===== src/rtl/flash_cmd_pkg.sv =====
package flash_cmd_pkg;

  typedef enum logic [1:0] {
    MODE_READ    = 2'd0,
    MODE_AUTOSEL = 2'd1,
    MODE_BYPASS  = 2'd2,
    MODE_SUSPEND = 2'd3
  } mode_e;

  typedef enum logic [3:0] {
    K_NONE        = 4'd0,
    K_RESET       = 4'd1,
    K_AUTOSEL     = 4'd2,
    K_PROGRAM     = 4'd3,
    K_BYP_ENTER   = 4'd4,
    K_BYP_EXIT    = 4'd5,
    K_CHIP_ERASE  = 4'd6,
    K_BLOCK_ERASE = 4'd7,
    K_SUSPEND     = 4'd8,
    K_RESUME      = 4'd9
  } kind_e;

  typedef enum logic [3:0] {
    S_IDLE  = 4'd0,
    S_UNL1  = 4'd1,
    S_UNL2  = 4'd2,
    S_PGM   = 4'd3,
    S_ERS1  = 4'd4,
    S_ERS2  = 4'd5,
    S_ERS3  = 4'd6,
    S_BPGM  = 4'd7,
    S_BEXIT = 4'd8
  } seq_e;

  localparam int CODE_W = 8;

  localparam logic [CODE_W-1:0] C_KEY1    = 8'hAA;
  localparam logic [CODE_W-1:0] C_KEY2    = 8'h55;
  localparam logic [CODE_W-1:0] C_RESET   = 8'hF0;
  localparam logic [CODE_W-1:0] C_AUTOSEL = 8'h90;
  localparam logic [CODE_W-1:0] C_PROGRAM = 8'hA0;
  localparam logic [CODE_W-1:0] C_BYPASS  = 8'h20;
  localparam logic [CODE_W-1:0] C_ERASE   = 8'h80;
  localparam logic [CODE_W-1:0] C_CHIP    = 8'h10;
  localparam logic [CODE_W-1:0] C_BLOCK   = 8'h30;
  localparam logic [CODE_W-1:0] C_SUSPEND = 8'hB0;
  localparam logic [CODE_W-1:0] C_RESUME  = 8'h30;
  localparam logic [CODE_W-1:0] C_BEXIT   = 8'h00;

  // compared address field widths and magic addresses per bus mode
  localparam int WORD_CMP_W = 11;
  localparam int BYTE_CMP_W = 12;
  localparam logic [WORD_CMP_W-1:0] WORD_PRI = 11'h555;
  localparam logic [WORD_CMP_W-1:0] WORD_SEC = 11'h2AA;
  localparam logic [BYTE_CMP_W-1:0] BYTE_PRI = 12'hAAA;
  localparam logic [BYTE_CMP_W-1:0] BYTE_SEC = 12'h555;

endpackage


===== src/rtl/flash_cmd_match.sv =====
module flash_cmd_match
  import flash_cmd_pkg::*;
(
  input  logic [BYTE_CMP_W-1:0] addr_lo,
  input  logic                  byte_mode,
  output logic                  at_pri,
  output logic                  at_sec
);

  logic word_pri, word_sec, byte_pri, byte_sec;

  always_comb begin
    word_pri = (addr_lo[WORD_CMP_W-1:0] == WORD_PRI);
    word_sec = (addr_lo[WORD_CMP_W-1:0] == WORD_SEC);
    byte_pri = (addr_lo == BYTE_PRI);
    byte_sec = (addr_lo == BYTE_SEC);
    at_pri   = byte_mode ? byte_pri : word_pri;
    at_sec   = byte_mode ? byte_sec : word_sec;
  end

endmodule


===== src/rtl/flash_cmd_seq.sv =====
module flash_cmd_seq
  import flash_cmd_pkg::*;
(
  input  logic              clk,
  input  logic              rst_n,
  input  logic              wr_valid,
  input  logic              at_pri,
  input  logic              at_sec,
  input  logic [CODE_W-1:0] code,
  input  mode_e             mode,
  input  logic              busy_prog,
  input  logic              busy_erase,
  input  logic              op_error,
  output kind_e             ev_kind,
  output logic              ev_fall
);

  seq_e st_q, st_nx;
  logic take;
  logic suspended;

  always_comb begin
    take      = wr_valid && !busy_prog;
    suspended = (mode == MODE_SUSPEND);
    st_nx     = st_q;
    ev_kind   = K_NONE;
    ev_fall   = 1'b0;
    if (take && busy_erase) begin
      if (code == C_SUSPEND) begin
        ev_kind = K_SUSPEND;
        st_nx   = S_IDLE;
      end else if (code == C_RESET) begin
        ev_kind = K_RESET;
        st_nx   = S_IDLE;
      end
    end else if (take) begin
      st_nx = S_IDLE;
      unique case (st_q)
        S_IDLE: begin
          if (mode == MODE_BYPASS) begin
            if (code == C_PROGRAM)                st_nx   = S_BPGM;
            else if (code == C_AUTOSEL)           st_nx   = S_BEXIT;
            else if (code == C_RESET && op_error) ev_kind = K_RESET;
            else                                  ev_fall = 1'b1;
          end else if (code == C_RESET) begin
            ev_kind = K_RESET;
          end else if (suspended && code == C_RESUME) begin
            ev_kind = K_RESUME;
          end else if (at_pri && code == C_KEY1) begin
            st_nx = S_UNL1;
          end else begin
            ev_fall = 1'b1;
          end
        end
        S_UNL1: begin
          if (at_sec && code == C_KEY2) st_nx = S_UNL2;
          else ev_fall = 1'b1;
        end
        S_UNL2: begin
          if (!at_pri) ev_fall = 1'b1;
          else begin
            case (code)
              C_RESET:   ev_kind = K_RESET;
              C_PROGRAM: st_nx   = S_PGM;
              C_AUTOSEL: if (suspended) ev_fall = 1'b1; else ev_kind = K_AUTOSEL;
              C_BYPASS:  if (suspended) ev_fall = 1'b1; else ev_kind = K_BYP_ENTER;
              C_ERASE:   if (suspended) ev_fall = 1'b1; else st_nx = S_ERS1;
              default:   ev_fall = 1'b1;
            endcase
          end
        end
        S_PGM:  ev_kind = K_PROGRAM;
        S_ERS1: begin
          if (at_pri && code == C_KEY1) st_nx = S_ERS2;
          else ev_fall = 1'b1;
        end
        S_ERS2: begin
          if (at_sec && code == C_KEY2) st_nx = S_ERS3;
          else ev_fall = 1'b1;
        end
        S_ERS3: begin
          if (code == C_BLOCK)                 ev_kind = K_BLOCK_ERASE;
          else if (at_pri && code == C_CHIP)   ev_kind = K_CHIP_ERASE;
          else                                 ev_fall = 1'b1;
        end
        S_BPGM:  ev_kind = K_PROGRAM;
        S_BEXIT: begin
          if (code == C_BEXIT) ev_kind = K_BYP_EXIT;
          else ev_fall = 1'b1;
        end
        default: ev_fall = 1'b1;
      endcase
    end
  end

  always_ff @(posedge clk or negedge rst_n) begin
    if (!rst_n) st_q <= S_IDLE;
    else if (wr_valid) st_q <= st_nx;
  end

  AST_PROG_BUSY_HOLD: assert property (@(posedge clk) disable iff (!rst_n)
    wr_valid && busy_prog |=> $stable(st_q));

  AST_ERASE_BUSY_HOLD: assert property (@(posedge clk) disable iff (!rst_n)
    wr_valid && busy_erase && !busy_prog && code != C_SUSPEND && code != C_RESET
    |=> $stable(st_q));

endmodule


===== src/rtl/flash_cmd_mode.sv =====
module flash_cmd_mode
  import flash_cmd_pkg::*;
(
  input  logic  clk,
  input  logic  rst_n,
  input  kind_e ev_kind,
  input  logic  ev_fall,
  input  logic  op_error,
  output mode_e mode_q
);

  mode_e mode_nx;
  logic  mode_en;
  mode_e base_mode;

  always_comb begin
    base_mode = (mode_q == MODE_SUSPEND) ? MODE_SUSPEND : MODE_READ;
    mode_en   = ev_fall || (ev_kind != K_NONE);
    mode_nx   = mode_q;
    if (ev_fall) begin
      mode_nx = base_mode;
    end else begin
      case (ev_kind)
        K_RESET:       mode_nx = (mode_q == MODE_BYPASS && op_error) ? MODE_BYPASS : base_mode;
        K_AUTOSEL:     mode_nx = MODE_AUTOSEL;
        K_BYP_ENTER:   mode_nx = MODE_BYPASS;
        K_BYP_EXIT:    mode_nx = MODE_READ;
        K_PROGRAM:     mode_nx = (mode_q == MODE_BYPASS) ? MODE_BYPASS : base_mode;
        K_CHIP_ERASE:  mode_nx = MODE_READ;
        K_BLOCK_ERASE: mode_nx = MODE_READ;
        K_SUSPEND:     mode_nx = MODE_SUSPEND;
        K_RESUME:      mode_nx = MODE_READ;
        default:       mode_nx = mode_q;
      endcase
    end
  end

  always_ff @(posedge clk or negedge rst_n) begin
    if (!rst_n) mode_q <= MODE_READ;
    else if (mode_en) mode_q <= mode_nx;
  end

  AST_BYP_EXIT_READ: assert property (@(posedge clk) disable iff (!rst_n)
    ev_kind == K_BYP_EXIT |=> mode_q == MODE_READ);

  AST_SUSPEND_STICKY: assert property (@(posedge clk) disable iff (!rst_n)
    mode_q == MODE_SUSPEND && ev_fall |=> mode_q == MODE_SUSPEND);

endmodule


===== src/rtl/flash_cmd_out.sv =====
module flash_cmd_out
  import flash_cmd_pkg::*;
#(
  parameter int ADDR_W = 18,
  parameter int DATA_W = 16
) (
  input  logic              clk,
  input  logic              rst_n,
  input  kind_e             ev_kind,
  input  logic [ADDR_W-1:0] wr_addr,
  input  logic [DATA_W-1:0] wr_data,
  output logic              cmd_valid,
  output kind_e             cmd_kind,
  output logic [ADDR_W-1:0] cmd_addr,
  output logic [DATA_W-1:0] cmd_data
);

  logic ev_valid;

  always_comb ev_valid = (ev_kind != K_NONE);

  always_ff @(posedge clk or negedge rst_n) begin
    if (!rst_n) cmd_valid <= 1'b0;
    else        cmd_valid <= ev_valid;
  end

  always_ff @(posedge clk or negedge rst_n) begin
    if (!rst_n) begin
      cmd_kind <= K_NONE;
      cmd_addr <= '0;
      cmd_data <= '0;
    end else if (ev_valid) begin
      cmd_kind <= ev_kind;
      cmd_addr <= wr_addr;
      cmd_data <= wr_data;
    end
  end

  AST_PAYLOAD_HELD: assert property (@(posedge clk) disable iff (!rst_n)
    !ev_valid |=> $stable(cmd_addr) && $stable(cmd_data));

endmodule


===== src/rtl/flash_cmd_decoder.sv =====
module flash_cmd_decoder
  import flash_cmd_pkg::*;
#(
  parameter int ADDR_W = 18,
  parameter int DATA_W = 16
) (
  input  logic              clk,
  input  logic              rst_n,
  input  logic              wr_valid,
  input  logic [ADDR_W-1:0] wr_addr,
  input  logic [DATA_W-1:0] wr_data,
  input  logic              byte_mode,
  input  logic              busy_prog,
  input  logic              busy_erase,
  input  logic              op_error,
  output logic [1:0]        mode,
  output logic              cmd_valid,
  output logic [3:0]        cmd_kind,
  output logic [ADDR_W-1:0] cmd_addr,
  output logic [DATA_W-1:0] cmd_data
);

  localparam int SYNC_N = 2;

  logic [SYNC_N-1:0] rst_pipe;
  logic              rst_i_n;
  logic              at_pri, at_sec;
  kind_e             ev_kind;
  logic              ev_fall;
  mode_e             mode_q;
  kind_e             kind_q;

  // asynchronous assert, synchronous release
  always_ff @(posedge clk or negedge rst_n) begin
    if (!rst_n) rst_pipe <= '0;
    else        rst_pipe <= {rst_pipe[SYNC_N-2:0], 1'b1};
  end
  assign rst_i_n = rst_pipe[SYNC_N-1];

  flash_cmd_match u_match (
    .addr_lo  (wr_addr[BYTE_CMP_W-1:0]),
    .byte_mode(byte_mode),
    .at_pri   (at_pri),
    .at_sec   (at_sec)
  );

  flash_cmd_seq u_seq (
    .clk       (clk),
    .rst_n     (rst_i_n),
    .wr_valid  (wr_valid),
    .at_pri    (at_pri),
    .at_sec    (at_sec),
    .code      (wr_data[CODE_W-1:0]),
    .mode      (mode_q),
    .busy_prog (busy_prog),
    .busy_erase(busy_erase),
    .op_error  (op_error),
    .ev_kind   (ev_kind),
    .ev_fall   (ev_fall)
  );

  flash_cmd_mode u_mode (
    .clk     (clk),
    .rst_n   (rst_i_n),
    .ev_kind (ev_kind),
    .ev_fall (ev_fall),
    .op_error(op_error),
    .mode_q  (mode_q)
  );

  flash_cmd_out #(.ADDR_W(ADDR_W), .DATA_W(DATA_W)) u_out (
    .clk      (clk),
    .rst_n    (rst_i_n),
    .ev_kind  (ev_kind),
    .wr_addr  (wr_addr),
    .wr_data  (wr_data),
    .cmd_valid(cmd_valid),
    .cmd_kind (kind_q),
    .cmd_addr (cmd_addr),
    .cmd_data (cmd_data)
  );

  assign mode     = mode_q;
  assign cmd_kind = kind_q;

  AST_STROBE_FROM_WRITE: assert property (@(posedge clk) disable iff (!rst_i_n)
    cmd_valid |-> $past(wr_valid));

  AST_PROG_BUSY_QUIET: assert property (@(posedge clk) disable iff (!rst_i_n)
    wr_valid && busy_prog |=> !cmd_valid && $stable(mode));

  AST_ERASE_BUSY_FILTER: assert property (@(posedge clk) disable iff (!rst_i_n)
    wr_valid && busy_erase && !busy_prog
    |=> !cmd_valid || kind_q == K_SUSPEND || kind_q == K_RESET);

  AST_BYPASS_ENTRY: assert property (@(posedge clk) disable iff (!rst_i_n)
    $rose(mode == MODE_BYPASS) |-> cmd_valid && kind_q == K_BYP_ENTER);

  AST_SUSPEND_MODE: assert property (@(posedge clk) disable iff (!rst_i_n)
    cmd_valid && kind_q == K_SUSPEND |-> mode == MODE_SUSPEND);

endmodule


===== config.mk =====
export PLATFORM = sky130hd
export DESIGN_NAME = flash_cmd_decoder
export DESIGN_NICKNAME = d
export VERILOG_FILES = /design/src/rtl/flash_cmd_pkg.sv /design/src/rtl/flash_cmd_match.sv /design/src/rtl/flash_cmd_seq.sv /design/src/rtl/flash_cmd_mode.sv /design/src/rtl/flash_cmd_out.sv /design/src/rtl/flash_cmd_decoder.sv
export SDC_FILE = /design/constraint.sdc
export NUM_CORES = 1
export LEC_CHECK = 0
export BUFFER_PORTS_ARGS = -buffer_cell sky130_fd_sc_hd__buf_2
export CAP_MARGIN = 20
export CORE_MARGIN = 4
export CORE_UTILIZATION = 47
export CTS_CLUSTER_DIAMETER = 80
export DETAILED_ROUTE_END_ITERATION = 7
export PLACE_DENSITY = 0.72
export RECOVER_POWER = 50
export SYNTH_ARGS = -nofsm -noshare
export SYNTH_HDL_FRONTEND = slang
export SYNTH_SLANG_ARGS = --single-unit
export TNS_END_PERCENT = 20

===== constraint.sdc =====
create_clock -name clk -period 2.3 [get_ports clk]
set_input_delay 0.115 -clock clk [delete_from_list [all_inputs] [get_ports clk]]
set_output_delay 0.115 -clock clk [all_outputs]
set_load 0.02 [all_outputs]

==> impl_metrics.ini <==
[grt]
grt-ovfl-total = 0
grt_pass1_wl_um = 13100
grtUsageTotal_pct = 22.7
antenna_found_initial = 0
grt_pass1_vias = 2676
grt_start_max_net_pins = 26

[power_and_ir_drop]
combPwrFrac_pct = 17.4
power.share.sequential_pct = 52.1
power.switching_uw = 494
power_mw = 1.71
pwr-share-clk_pct = 30.6
p_leak_nw = 2.07
swShare_pct = 28.9
vdd_drop_max_mv = 0.374
p_int_mw = 1.21
powerDensity_nw_per_um2 = 432

[clock_tree]
cts_tree = yes
cts_buffer_depth = 2
clk_latency_ns = 0.31
clock-sinks = 47
clkTransAtPathRegs_ns = 0.10
clockRootBuffer = clkbuf_8
htreeDepth = 2
cts_buffers = 5

[layout]
final_cell_area_sq_um = 3960
fin_util_pct = 71.0
final_common_cell = buf_2
layout-drive-gt1-share_pct = 55.4
diodes = 0
most-common-layout-cells = buf_2, buf_4, dfrtp_1
final_nets = 441
syn2layout_area_growth_pct = 44.5

[timing]
hold_violations = 0
setup_ws_ns = -0.210
rsz0062_at_grt = yes
fin_tns_setup_ns = -5.35
period_share_pct = 109
tightest_slew_ns = 0.984
timing.hold.ws_ns = 0.0151
skew_ns = 0.0114
fmax_ghz = 0.398
drv_slew = 0
setup_violations = 36
relSlewSlack_pct = 34.4
period_minus_slack_ns = 2.51

[placement]
dpl_cell_area_sq_um = 3650
place.gp.congestion = 0.961
port_buffers = 81
dp_hpwl_um = 6160

[yosys]
synthArstFlopShare_pct = 100
synth_seq_cells = 47
synthMuxAreaShare_pct = 15.5
synthCells = 253
syn-num-nets = 294
synth_top_family_by_area = simple AND/OR/NAND/NOR gates
synth_seq_area_share_pct = 42.9
synth_cell_type_count = 62
synth_ff_type = dfrtp_1
synthAdderAreaFrac_pct = 0
synth-simple-area-share_pct = 24.3
synth_compound_area_share_pct = 13.4
ys_warn_count = 0
avgSynthCellArea_sq_um = 10.8
synth_area_sq_um = 2740
synth_xor_area_share_pct = 0.320
synth-edff-count = 0

[routing]
wl_um = 8410
drcViolationCount = 0
drt_iter0_markers = 143
wl_per_cell_um = 17.8
firstDrtPassIters = 4
via_per_inst = 5.62
ant_nets = 0
vias = 2659

[setup_path]
cp-start-kind = flip-flop
worstSetupEndpointType = flip-flop
cp.required_ns = 2.50
crit_arrival_ns = 2.71
crit_path_max_fanout = 6
crit_type = reg -> reg

[floorplanning]
start_util_pct = 49.1
fp.coreArea_sq_um = 5570
dieArea_sq_um = 7110
row_count = 27
fp.dieH_um = 84.3
die-width_um = 84.3
io-pin-count = 82

[status]
status = finished, violations left
violations = negative setup slack

[run]
max_cap_violations = 0

[worst_hold_path]
hold_path_class = in -> reg
## synth_stat cells, drive strengths merged, types with 2 or more instances
library cell,number,area share [%]
a211oi,3,0.82
a21o,7,1.9
a21oi,5,0.91
a221o,2,0.73
a31oi,2,1.0
a41oi,2,0.64
and2,4,0.91
and4b,4,1.5
and4bb,3,1.4
buf,8,2.4
clkbuf,3,0.41
dfrtp,47,43
inv,4,0.55
mux2,36,15
nand2,22,3.0
nand2b,6,1.4
nand3,5,0.91
nand4,6,1.4
nand4b,2,0.64
nor2,17,2.7
nor2b,4,0.91
nor3,11,2.8
nor4,4,1.1
nor4b,5,1.8
o21ai,10,1.8
o31a,2,0.69
o31ai,3,0.82
or3,4,1.1
or4,3,1.1
## state kept, by name, indices dropped and copies added (netlist names)
name	cells
u_out.cmd_addr	18
rst_pipe	2
u_out.cmd_valid	1
u_seq.st_q	4
u_mode.mode_q	2
u_out.cmd_kind	4
u_out.cmd_data	16
## critical path: stages (launching register included)
cell and delay [ns]:
dfrtp_1 0.42, buf_6 0.14, or4b_4 0.57, a21o_4 0.24
o211ai_2 0.21, or2_4 0.17, nor2_4 0.05, buf_12 0.14
clkbuf_16 0.16, mux2_4 0.29
## layer usage
layer	wire length, um	global-route usage, %	part of all wire, %
met2	4130	37.4	49
met1	3630	29.9	43
met3	491	4.91	5.8
met5	0	0	0
met4	153	7.19	1.8
## kinds of logic (layout without fill, tap and decap cells)
family / after synthesis / after routing
buf+inv: 15 / 163
xor+xnor: 1 / 1
flops: 47 / 47
other cells: 1 / 1
compound gates: 48 / 48
simple gates: 105 / 105
mux: 36 / 36
## per-stage QoR
| step | cells | setup WS (ns) |
|---|---|---|
| after floorplan | 253 | -0.0706 |
| after global placement | 455 | -0.107 |
| after detailed placement | 455 | -0.132 |
| after CTS | 467 | -0.125 |
| after global routing | 473 | -0.259 |
| final | 473 | -0.210 |
## area by class of cell
type,count,area [sq um]
clock buffer,5,68.8
tap,72,90.1
clock inverter,3,22.5
multi-input combinational,191,1580
inverter,4,15.0
timing repair buffer,151,1000
sequential,47,1180
fill,440,1620
## worst paths after layout
| path | start | end | slack [ns] | cells after the start |
|---|---|---|---|---|
| max | u_seq.st_q[3] | u_out.cmd_addr[2] | -0.21 | 9 |
| min | busy_erase | u_seq.st_q[3] | 0.02 | 2 |
| max reg2reg | u_seq.st_q[3] | u_out.cmd_addr[2] | -0.21 | 9 |
| min reg2reg | rst_pipe[1] | u_out.cmd_addr[11] | 0.21 | 0 |
| max in group asynchronous | rst_pipe[1] | u_mode.mode_q[0] | 0.76 | 1 |
| min in group asynchronous | rst_n | rst_pipe[0] | 0.12 | 2 |
## power groups by stage
stage          combinational (mW)  sequential [mW]  clock [mW]
3_5_place_dp                0.287            0.907           0
6_report                    0.297            0.890       0.523
4_1_cts                     0.291            0.891       0.531
5_1_grt                     0.319            0.897       0.577
3_3_place_gp                0.282            0.903           0
2_1_floorplan              0.0867            0.961           0
## what timing repair did
item                                    in CTS  in global routing
endpoints found under the hold margin        2                  0
setup buffers                                3                  3
endpoints found under the setup margin      35                 40
pin swaps                                    3                  7
cloned                                       0                  3
resized for setup                            3                 15
hold buffers                                 1                  0
(Power assumes the default switching activity.)
